### config.mk
export PLATFORM = sky130hd
export DESIGN_NAME = bus_invert_link
export DESIGN_NICKNAME = d
export VERILOG_FILES = /design/src/rtl/bus_invert_link.sv
export SDC_FILE = /design/constraint.sdc
export NUM_CORES = 1
export LEC_CHECK = 0
export BUFFER_PORTS_ARGS = -buffer_cell sky130_fd_sc_hd__buf_2
export CORE_ASPECT_RATIO = 0.7
export CORE_MARGIN = 5
export CORE_UTILIZATION = 30
export DETAILED_ROUTE_END_ITERATION = 10
export HOLD_SLACK_MARGIN = 0.08
export PLACE_DENSITY = 0.59
export SLEW_MARGIN = 20
export SYNTH_ARGS = -nofsm -noshare
export SYNTH_HDL_FRONTEND = slang
export SYNTH_SLANG_ARGS = --single-unit
### constraint.sdc
create_clock -name clk -period 5.9 [get_ports clk]
set_clock_uncertainty 0.05 [all_clocks]
set_input_delay 0.59 -clock clk [delete_from_list [all_inputs] [get_ports clk]]
set_output_delay 0.59 -clock clk [all_outputs]
set_load 0.05 [all_outputs]
### src/rtl/bus_invert_link.sv
module bus_invert_link #(
  parameter int W = 8
) (
  input  logic         clk,
  input  logic         rst_n,
  input  logic         in_valid,
  input  logic [W-1:0] in_data,
  output logic [W-1:0] bus_lines,
  output logic         bus_flip,
  output logic [W-1:0] out_data,
  output logic         out_valid
);
  localparam int HALF = W / 2;
  localparam int CW   = $clog2(W + 1);

  logic [W-1:0] bus_q, dec_q, delta;
  logic         flip_q, sent_q, oval_q, vote;
  logic [CW-1:0] toggles;

  function automatic logic [CW-1:0] ones(input logic [W-1:0] v);
    logic [CW-1:0] n;
    n = '0;
    for (int i = 0; i < W; i++) n = n + CW'(v[i]);
    return n;
  endfunction

  assign delta   = in_data ^ bus_q;
  assign toggles = ones(delta);
  assign vote    = toggles > CW'(HALF);

  always_ff @(posedge clk) begin
    if (!rst_n) begin
      bus_q  <= '0;
      flip_q <= 1'b0;
      sent_q <= 1'b0;
    end else begin
      sent_q <= in_valid;
      if (in_valid) begin
        bus_q  <= in_data ^ {W{vote}};
        flip_q <= vote;
      end
    end
  end

  always_ff @(posedge clk) begin
    if (!rst_n) begin
      dec_q  <= '0;
      oval_q <= 1'b0;
    end else begin
      oval_q <= sent_q;
      if (sent_q) dec_q <= bus_q ^ {W{flip_q}};
    end
  end

  assign bus_lines = bus_q;
  assign bus_flip  = flip_q;
  assign out_data  = dec_q;
  assign out_valid = oval_q;

  a_r4_toggle_limit: assert property (@(posedge clk) disable iff (!rst_n)
    $countones(bus_lines ^ $past(bus_lines)) <= HALF);

  a_r5_hold_idle: assert property (@(posedge clk) disable iff (!rst_n)
    !in_valid |=> ($stable(bus_lines) && $stable(bus_flip)));

  a_r7_encode_roundtrip: assert property (@(posedge clk) disable iff (!rst_n)
    in_valid |=> ((bus_lines ^ {W{bus_flip}}) == $past(in_data)));

  a_r6_receiver_latency: assert property (@(posedge clk) disable iff (!rst_n)
    in_valid |=> ##1 (out_valid && out_data == $past(in_data, 2)));
endmodule

### After elaboration in Yosys (flattened, before gate mapping)

Cells that the tools add are included.

| cells by class | value |
|---|---|
| add/sub/neg operators | 7 |
| multiply operators | 0 |
| div/mod/pow operators | 0 |
| order comparisons | 1 |
| eq/ne operators | 0 |
| shift operators | 0 |
| multiplexer cells | 0 |
| bitwise operators | 3 |
| reductions and logical operators | 0 |

Operators with widths:

| cell | count |
|---|---|
| $xor A8 B8 Y8 | 3 |
| $add A4 B1 Y4 | 4 |
| $add A3 B1 Y4 | 1 |
| $gt A4 B3 Y1 const B | 1 |
| $add A2 B1 Y3 | 1 |
| $add A1 B1 Y2 | 1 |

| word-level totals | value |
|---|---|
| register bits after elaboration | 19 |
| bits in latches | 0 |
| memory bits (writable) | 0 |
| memory bits (read-only) | 0 |
| logic and storage cells | 16 |
| memories | 0 |

### Logic depth before layout (Yosys ltp)

Gate-level depths: netlist of the first run.

| depth | value |
|---|---|
| word-level depth | 10 |
| depth in mapped cells | 13 |
| mapped depth without buffers | 12 |

### Worst setup path before layout of the first run

No wires, ideal clock.

| timing | value |
|---|---|
| path type | reg-to-reg |
| start | reg bus_q[0], in the netlist bus_lines[0] |
| end | reg bus_q[0], in the netlist bus_lines[0] |
| library setup time | 0.129 ns |
| data arrival time | 3.964 ns |
| slack | 1.757 ns |
| cell stages (with the launch flop) | 14 |
| buffers on the path | 1 |
| period minus slack after synthesis | 4.143 ns |
| cell sequence | dfxtp_1 xnor2_1 fa_1 inv_1 fa_1 inv_1 fa_1 inv_1 ha_1 fa_1 nor2_1 o22a_1 buf_6 o211ai_2 |

| between the ends | value |
|---|---|
| longest elaborated chain between the ends | 10 |

RTL lines:

| item | RTL line | source |
|---|---|---|
| start: declaration | 16 | `logic [W-1:0] bus_q, dec_q, delta;` |
| start signal: assignment | 39 | `bus_q <= in_data ^ {W{vote}};` |
| $xor A8 B8 Y8 | 27 | `assign delta = in_data ^ bus_q;` |
| $add A1 B1 Y2 | 23 | `for (int i = 0; i < W; i++) n = n + CW'(v[i]);` |
| $add A2 B1 Y3 | 23 |  |
| $add A3 B1 Y4 | 23 |  |
| $add A4 B1 Y4 (4 in series) | 23 |  |
| $gt A4 B3 Y1 | 29 | `assign vote = toggles > CW'(HALF);` |
| $xor A8 B8 Y8 | 39 |  |

Every way passes these cells.
A chain may end at the register's enable or synchronous reset.

### Final worst setup path of the first run

| timing | value |
|---|---|
| start | in in_data[0] |
| end | reg bus_q[0], in the netlist bus_lines[0] |

| between the ends | value |
|---|---|
| longest elaborated chain between the ends | 10 |

RTL lines:

| item | RTL line | source |
|---|---|---|
| start: declaration | 7 | `input logic [W-1:0] in_data,` |
| $xor A8 B8 Y8 | 27 |  |
| $add A1 B1 Y2 | 23 |  |
| $add A2 B1 Y3 | 23 |  |
| $add A3 B1 Y4 | 23 |  |
| $add A4 B1 Y4 (4 in series) | 23 |  |
| $gt A4 B3 Y1 | 29 |  |
| $xor A8 B8 Y8 * | 39 |  |

Every way passes the cells marked *; elsewhere a longest branch is shown, timed or not.

==> flow_summary_export.csv, run 1 <==
group,metric,value,unit
clock_network,clk_latency,250,ps
global_routing,antenna_found_initial,0,
synthesis,yosysMostFrequentCell,"dfxtp_1",
clock_network,cts_made_buffers,3,
drt,antenna_left,0,
final_layout,final_area,0.00141,mm2
synthesis,synth_largest_area_cell,"dfxtp_1",
floorplanning,start_util,0.309,
drt,wirelength,2680,um
synthesis,syn_nets,139,
floorplanning,coreArea,0.00390,mm2
worst_setup_path,cpMostUsedCell,"fa_1",
clock_network,cts.sinks,19,
synthesis,synth_seq_cells,19,
placement,gp_congestion,0.739,
synthesis,synthTopCellsByCount,"19 x dfxtp_1, 16 x nand3b_1, 13 x xnor2_1",
clock_network,cts_resized,0,
worst_setup_path,cp_top_family,"adder cells",
worst_setup_path,start_kind,"input port",
synthesis,seq_area_frac_synth,0.316,
placement,numPortBuffers,28,
sta,rsz0062_at_grt,"false",
global_routing,grt_util_all_layers,0.102,
global_routing,grt_pass1_vias,964,
sta,fmax,232,MHz
placement,dp_cells,193,
synthesis,synth_edf_count,0,
final_layout,fill_cells,429,
synthesis,synthesis.area,0.00120,mm2
drt,via_count,1005,
global_routing,grt_remaining_overflow,0,
sta,hold_viol_final,0,
placement,hpwl,2050,um
synthesis,ys.flop_type,"dfxtp_1",
global_routing,grt_pass1_wl,4550,um
synthesis,netlist_top_cells_area,"dfxtp_1 32%, nand3b_1 10%, xnor2_1 9.5%",
clock_network,cts_hold_buf,0,
sta,final.min_clock_period,4320,ps
clock_network,cts_buffer_depth,2,
final_layout,syn2layout_area_growth,17.3,%
final_layout,drive_gt1_frac,0.297,
clock_network,clkSlewWorstSetupHoldPaths,70,ps
synthesis,syn_avg_cell_area,9.95,um2
floorplanning,die_w,85.7,um
drt,drt_iter0_drc,37,
clock_network,post_cts_buffers,0,
drt,drtPass1Iterations,4,
worst_setup_path,path_buf_inv,4,
worst_setup_path,crit_type,"in -> reg",
drt,drt_drc_violations_left,0,
synthesis,synthArstFlopShare,0,
final_layout,instances_no_fill,197,
worst_setup_path,crit_slowest_cell,"o22a_1",
sta,fin_crit_sh,0.732,
clock_network,htree_num_levels,1,
clock_network,cts_root_buffer,"clkbuf_8",
floorplanning,die-area,0.00540,mm2
worst_setup_path,path_cells,"buf_2, xnor2_1, fa_1, inv_1, fa_1, inv_1, fa_1, inv_1, ha_1, fa_1, nor2_1, o22a_1, o211ai_2",
clock_network,cts_tree,"built",
job,cap_violations,0,
sta,tightest_slew,557,ps
worst_setup_path,arrival,4390,ps
outcome,outcome,"finished clean",
synthesis,ys_types,21,
synthesis,yosysWarnings,0,
final_layout,n_antenna_cell,0,
sta,slew_headroom,0.627,
worst_setup_path,cp.required,5980,ps
synthesis,synthCells,121,
floorplanning,num_rows,19,
final_layout,fin_nets,164,
placement,place_area,0.00137,mm2
min_path,hp-class,"reg -> reg",
worst_setup_path,critPathMaxStageDelay,560,ps
drt,viasPerCell,5.10,
sta,final_max_slew_viol_count,0,
synthesis,synth_top_area_share,0.316,
global_routing,grt_max_degree,28,
sta,setup_viol,0,
floorplanning,die_h,63.0,um
drt,avgRoutedWirePerCell,13.6,um
sta,tns,0,ps
worst_setup_path,cp_max_fo,9,
worst_setup_path,worst_setup_path_end_kind,"flop",
floorplanning,io-pin-count,29,
## state kept, by name, indices dropped and copies added, names as in the netlist
| signal | count |
|---|---|
| bus_lines | 8 |
| out_data | 8 |
| bus_flip | 1 |
| out_valid | 1 |
| sent_q | 1 |
## layout make-up
cell class              instances  area, um2  share of cell area
clock buffers                   4       45.0              0.0319
inverters                       7       26.3              0.0186
multi-input cells              87        754               0.535
flip-flops and latches         19        380               0.270
well taps                      52       65.1              0.0461
repair buffers                 28        140              0.0993
## cell usage in the layout (no fill, tap or decap), types with 3 or more instances in the layout
cell type  Yosys  final
nor2_1        10     10
xnor2_1       13     13
buf_2          4     28
clkbuf_8       0      3
xor2_1         3      3
ha_1           3      3
inv_1          6      6
o221ai_1       8      8
o211ai_2       8      8
dfxtp_1       19     19
nand3b_1      16     16
a211oi_1       8      8
and3_1         8      8
fa_1           4      4
## per-stage QoR
| step | util | setup WS [ps] | hold WS, ps |
|---|---|---|---|
| floorplan | - | 1760 | 587 |
| global placement | 0.350 | 1460 | 427 |
| detailed placement | 0.350 | 1320 | 430 |
| CTS | 0.362 | 1610 | 443 |
| global route | 0.362 | 1400 | 469 |
| finish | 0.362 | 1580 | 438 |
## cells by family after synthesis
logic type / count (synthesis) / share of synthesized area
AOI/OAI and AO/OA: 27 / 0.216
xor gates and xnor gates: 17 / 0.130
adders and majority gates: 7 / 0.0977
buffers and inverters: 15 / 0.0572
DFF: 19 / 0.316
and+or+nand+nor: 36 / 0.183
## routing by layer
metal	track usage	part of all wire	vias up
met5	0	0	-
met4	0.00593	0	0
met3	0.0343	0.047	0
met2	0.167	0.46	23
met1	0.135	0.49	494
li1	-	-	488
## path summary, 6_finish.rpt
| check | start | end | slack [ps] | depth (start not counted) |
|---|---|---|---|---|
| max | in_data[0] | bus_lines[0]$_SDFFE_PN0P_ | 1580 | 13 |
| min | out_data[4]$_SDFFE_PN0P_ | out_data[4]$_SDFFE_PN0P_ | 440 | 2 |
| max reg2reg | bus_lines[0]$_SDFFE_PN0P_ | bus_lines[0]$_SDFFE_PN0P_ | 1640 | 12 |
| min reg2reg | out_data[4]$_SDFFE_PN0P_ | out_data[4]$_SDFFE_PN0P_ | 440 | 2 |
## worst register-to-register path: stages, from the launching register on
cell and delay (ps):
dfxtp_1 420, xnor2_1 130, fa_1 530, inv_1 50, fa_1 500, inv_1 60
fa_1 530, inv_1 40, ha_1 230, fa_1 440, nor2_1 460, o22a_1 560
o211ai_2 140
Power of run 1 is not shown: default switching activity piles up to over one toggle a cycle in this logic, so the estimate is an artifact.
==> run 2, diff against run 1 <==
clock period = 4.4 ns   (was 5.9 ns; I/O delays follow)
==> flow_summary_export.csv, run 2 (same netlist as run 1, synthesis figures left out) <==
group,metric,value,unit
clock_network,htree_num_levels,1,
final_layout,final-seq-area,380,um2
final_layout,drive_gt1_frac,0.306,
sta,final_max_slew_viol_count,0,
sta,tightest_slew,535,ps
global_routing,grt_max_degree,28,
global_routing,grt_pass1_wl,4750,um
global_routing,antenna_found_initial,0,
drt,wirelength,2850,um
drt,antenna_left,0,
final_layout,fill_cells,412,
sta,rsz0062_at_grt,"false",
floorplanning,die_h,63.0,um
drt,viasPerCell,4.86,
clock_network,cts_hold_buf,0,
drt,drtPass1Iterations,4,
sta,fin_crit_sh,0.887,
worst_setup_path,crit_type,"reg -> reg",
clock_network,cts_tree,"built",
clock_network,clk_latency,250,ps
worst_setup_path,start_kind,"flop",
final_layout,mostFrequentLayoutCell,"buf_2",
final_layout,fin_nets,166,
global_routing,grt_pass1_vias,982,
final_layout,final_cell_mix,"28 x buf_2, 19 x dfxtp_1, 16 x nand3b_1",
outcome,outcome,"finished clean",
drt,drt_drc_violations_left,0,
job,cap_violations,0,
clock_network,cts_root_buffer,"clkbuf_8",
sta,final.min_clock_period,3900,ps
worst_setup_path,worst_setup_path_end_kind,"flop",
floorplanning,die-area,0.00540,mm2
sta,fmax,256,MHz
worst_setup_path,cp.required,4480,ps
global_routing,grt_remaining_overflow,0,
floorplanning,die_w,85.7,um
drt,avgRoutedWirePerCell,14.3,um
drt,drt_iter0_drc,25,
global_routing,grt_util_all_layers,0.109,
clock_network,cts_made_buffers,3,
placement,hpwl,2170,um
drt,via_count,968,
worst_setup_path,cp_max_fo,9,
floorplanning,num_rows,19,
clock_network,post_cts_buffers,0,
sta,tns,0,ps
min_path,hp-class,"reg -> reg",
worst_setup_path,arrival,3980,ps
clock_network,cts_buffer_depth,2,
final_layout,syn2layout_area_growth,18.5,%
clock_network,cts.sinks,19,
floorplanning,coreArea,0.00390,mm2
sta,setup_viol,0,
sta,hold_viol_final,0,
placement,numPortBuffers,28,
sta,slew_headroom,0.643,
placement,gp_congestion,0.706,
clock_network,cts_resized,0,
floorplanning,start_util,0.309,
clock_network,clkSlewWorstSetupHoldPaths,70,ps
final_layout,multi_input_area,754,um2
floorplanning,io-pin-count,29,
final_layout,n_antenna_cell,0,
-- run 2: cell count changes in the layout (fill, tap and decap cells not counted), sizes merged --
cell and delta:
buf +2
-- run 2: per-layer routing --
metal | share of wire | GRT usage | wire (um)
met3 | 0.060 | 0.0382 | 170
met2 | 0.47 | 0.176 | 1330
met1 | 0.47 | 0.145 | 1340
met5 | 0 | 0 | 0
met4 | 0.0042 | 0.0119 | 12
-- run 2: per-stage QoR --
step	std cells	hold WS, ps	util	setup slack, ps	area (um2)
2_1_floorplan	121	587	-	257	1200
3_3_place_gp	195	428	0.354	391	1380
3_5_place_dp	195	429	0.354	284	1380
4_1_cts	199	439	0.366	428	1430
5_1_grt	199	467	0.366	286	1430
6_report	199	437	0.366	497	1430
-- run 2: layout make-up --
cell class / count / share of cell area
inverter: 7 / 0.0184
clock buffer: 4 / 0.0316
tap: 52 / 0.0456
sequential: 19 / 0.267
timing repair buffer: 30 / 0.109
multi-input combinational: 87 / 0.529
-- run 2: final timing paths --
| check | cells past startpoint | slack [ps] | end | from |
|---|---|---|---|---|
| max reg2reg | 12 | 500 | bus_lines[5]$_SDFFE_PN0P_ | bus_lines[0]$_SDFFE_PN0P_ |
| min reg2reg | 2 | 440 | out_data[1]$_SDFFE_PN0P_ | out_data[1]$_SDFFE_PN0P_ |
| min | 2 | 440 | out_data[1]$_SDFFE_PN0P_ | out_data[1]$_SDFFE_PN0P_ |
| max | 12 | 500 | bus_lines[5]$_SDFFE_PN0P_ | bus_lines[0]$_SDFFE_PN0P_ |
-- run 2: worst max-delay path, stage by stage (launching register included) --
cell	delay, ps
dfxtp_1	410
xnor2_1	120
fa_1	530
inv_1	50
fa_1	500
inv_1	50
fa_1	530
inv_1	40
ha_1	220
fa_1	430
xnor2_2	200
o22a_1	480
o211ai_2	150
Power of run 2 is left out for the same reason.
==> run 3, diff against run 2 <==
ABC_AREA = 1   (was unset)
==> flow_summary_export.csv, run 3 <==
group,metric,value,unit
global_routing,grt_util_met2,0.147,
worst_setup_path,start_kind,"flop",
worst_setup_path,worst_setup_path_end_kind,"flop",
clock_network,cts.sinks,19,
clock_network,clk_latency,250,ps
worst_setup_path,path_cells,"xnor2_1, fa_1, inv_1, fa_1, inv_1, fa_1, inv_1, ha_1, fa_1, inv_1, nand2_1, nand3_4, nand3_1, nand2_1, nor2_1, nor2_1",
sta,tightest_slew,486,ps
sta,hold_slack,452,ps
floorplanning,num_rows,19,
global_routing,use_met3,0.0462,
synthesis,yosysWarnings,0,
drt,avgRoutedWirePerCell,10.5,um
global_routing,grt_max_degree,20,
clock_network,htree_num_levels,1,
final_layout,fill_cells,424,
synthesis,synth_seq_cells,19,
final_layout,mostFrequentLayoutCell,"nor2_1",
global_routing,antenna_found_initial,0,
floorplanning,io-pin-count,29,
final_layout,multi_input_area,663,um2
synthesis,synthArstFlopShare,0,
final_layout,final-seq-area,380,um2
placement,gp_congestion,0.782,
clock_network,cts_resized,0,
synthesis,ys.flop_type,"dfxtp_1",
final_layout,syn2layout_area_growth,17.9,%
drt,drtPass1Iterations,4,
synthesis,syn_nets,173,
sta,tns,0,ps
sta,fmax,265,MHz
drt,drt_drc_violations_left,0,
clock_network,post_cts_buffers,0,
sta,final.min_clock_period,3780,ps
synthesis,ys_types,18,
clock_network,cts_tree,"built",
synthesis,synth_largest_area_cell,"dfxtp_1",
worst_setup_path,critPathMaxStageDelay,540,ps
final_layout,n_antenna_cell,0,
global_routing,top_usage_layer,"met2",
worst_setup_path,crit_slowest_cell,"fa_1",
final_layout,drive_gt1_frac,0.239,
synthesis,synth_top_area_share,0.325,
clock_network,cts_made_buffers,3,
worst_setup_path,cp.required,4500,ps
outcome,outcome,"finished clean",
sta,final_max_slew_viol_count,0,
synthesis,synthTopCellsByCount,"32 x nor2_1, 23 x inv_1, 19 x dfxtp_1",
global_routing,grt_util_all_layers,0.100,
global_routing,grt_pass1_vias,959,
sta,slew_headroom,0.676,
synthesis,synthesis.area,0.00117,mm2
worst_setup_path,cp_max_fo,17,
drt,via_count,993,
global_routing,grt_remaining_overflow,0,
synthesis,synth_edf_count,0,
floorplanning,die_h,62.3,um
synthesis,netlist_top_cells_area,"dfxtp_1 32%, nor2_1 10%, xor2_1 8.2%",
clock_network,cts_buffer_depth,2,
sta,rsz0062_at_grt,"false",
floorplanning,coreArea,0.00385,mm2
final_layout,fin_nets,199,
drt,wirelength,2440,um
global_routing,grt_pass1_wl,4420,um
drt,drt_iter0_drc,36,
worst_setup_path,arrival,3870,ps
clock_network,clkSlewWorstSetupHoldPaths,70,ps
floorplanning,die_w,84.7,um
clock_network,cts_root_buffer,"clkbuf_8",
global_routing,grtUsageMet1,0.143,
min_path,hp-class,"in -> reg",
floorplanning,die-area,0.00527,mm2
synthesis,syn_avg_cell_area,7.56,um2
drt,antenna_left,0,
synthesis,synthCells,155,
job,cap_violations,0,
worst_setup_path,crit_type,"reg -> reg",
sta,setup_viol,0,
placement,hpwl,1980,um
placement,numPortBuffers,28,
synthesis,seq_area_frac_synth,0.325,
clock_network,cts_hold_buf,0,
drt,viasPerCell,4.28,
sta,fin_crit_sh,0.858,
final_layout,final_cell_mix,"32 x nor2_1, 28 x buf_2, 23 x inv_1",
final_layout,fin_util,0.359,
sta,hold_viol_final,0,
floorplanning,start_util,0.304,
synthesis,yosysMostFrequentCell,"nor2_1",
-- run 3: critical path: cells and delay by family (launching register included) --
family,cells,cell delay (ps)
XOR/XNOR,1,120
adder cells (fa/ha/maj),5,2250
buffers and inverters,4,200
flip-flops,1,400
AND/OR/NAND/NOR,6,650
-- run 3: metrics by stage --
step	instance area, um2	worst slack (ps)	cells
6_report	1380	623	232
3_5_place_dp	1340	396	228
2_1_floorplan	1170	414	155
4_1_cts	1380	575	232
5_1_grt	1380	297	232
3_3_place_gp	1340	471	228
-- run 3: layout make-up --
cell class,instances,share of cell area
multi-input combinational,106,0.480
inverter,23,0.0625
clock buffer,3,0.0299
timing repair buffer,28,0.101
sequential,19,0.275
tap,52,0.0471
clock inverter,1,0.00362
-- run 3: logic make-up after synthesis --
family / after synthesis / share of synthesized area
adder cells (fa/ha/maj): 7 / 0.100
flip-flops: 19 / 0.325
buffers and inverters: 30 / 0.109
AO/OA/AOI/OAI: 25 / 0.135
AND/OR/NAND/NOR: 58 / 0.212
XOR/XNOR: 16 / 0.120
-- run 3: routing by layer --
layer / share of wire / up-vias
met1: 0.52 / 445
met5: 0 / -
li1: - / 527
met3: 0.067 / 0
met4: 0 / 0
met2: 0.41 / 21
-- run 3: path summary, 6_finish.rpt --
check / from / end / slack (ps) / cells after the start
max reg2reg: bus_lines[0]$_SDFFE_PN0P_ / bus_lines[1]$_SDFFE_PN0P_ / 620 / 16
max: bus_lines[0]$_SDFFE_PN0P_ / bus_lines[1]$_SDFFE_PN0P_ / 620 / 16
min reg2reg: out_data[6]$_SDFFE_PN0P_ / out_data[6]$_SDFFE_PN0P_ / 510 / 4
min: in_data[2] / bus_lines[2]$_SDFFE_PN0P_ / 450 / 4
Power of run 3 is left out for the same reason.
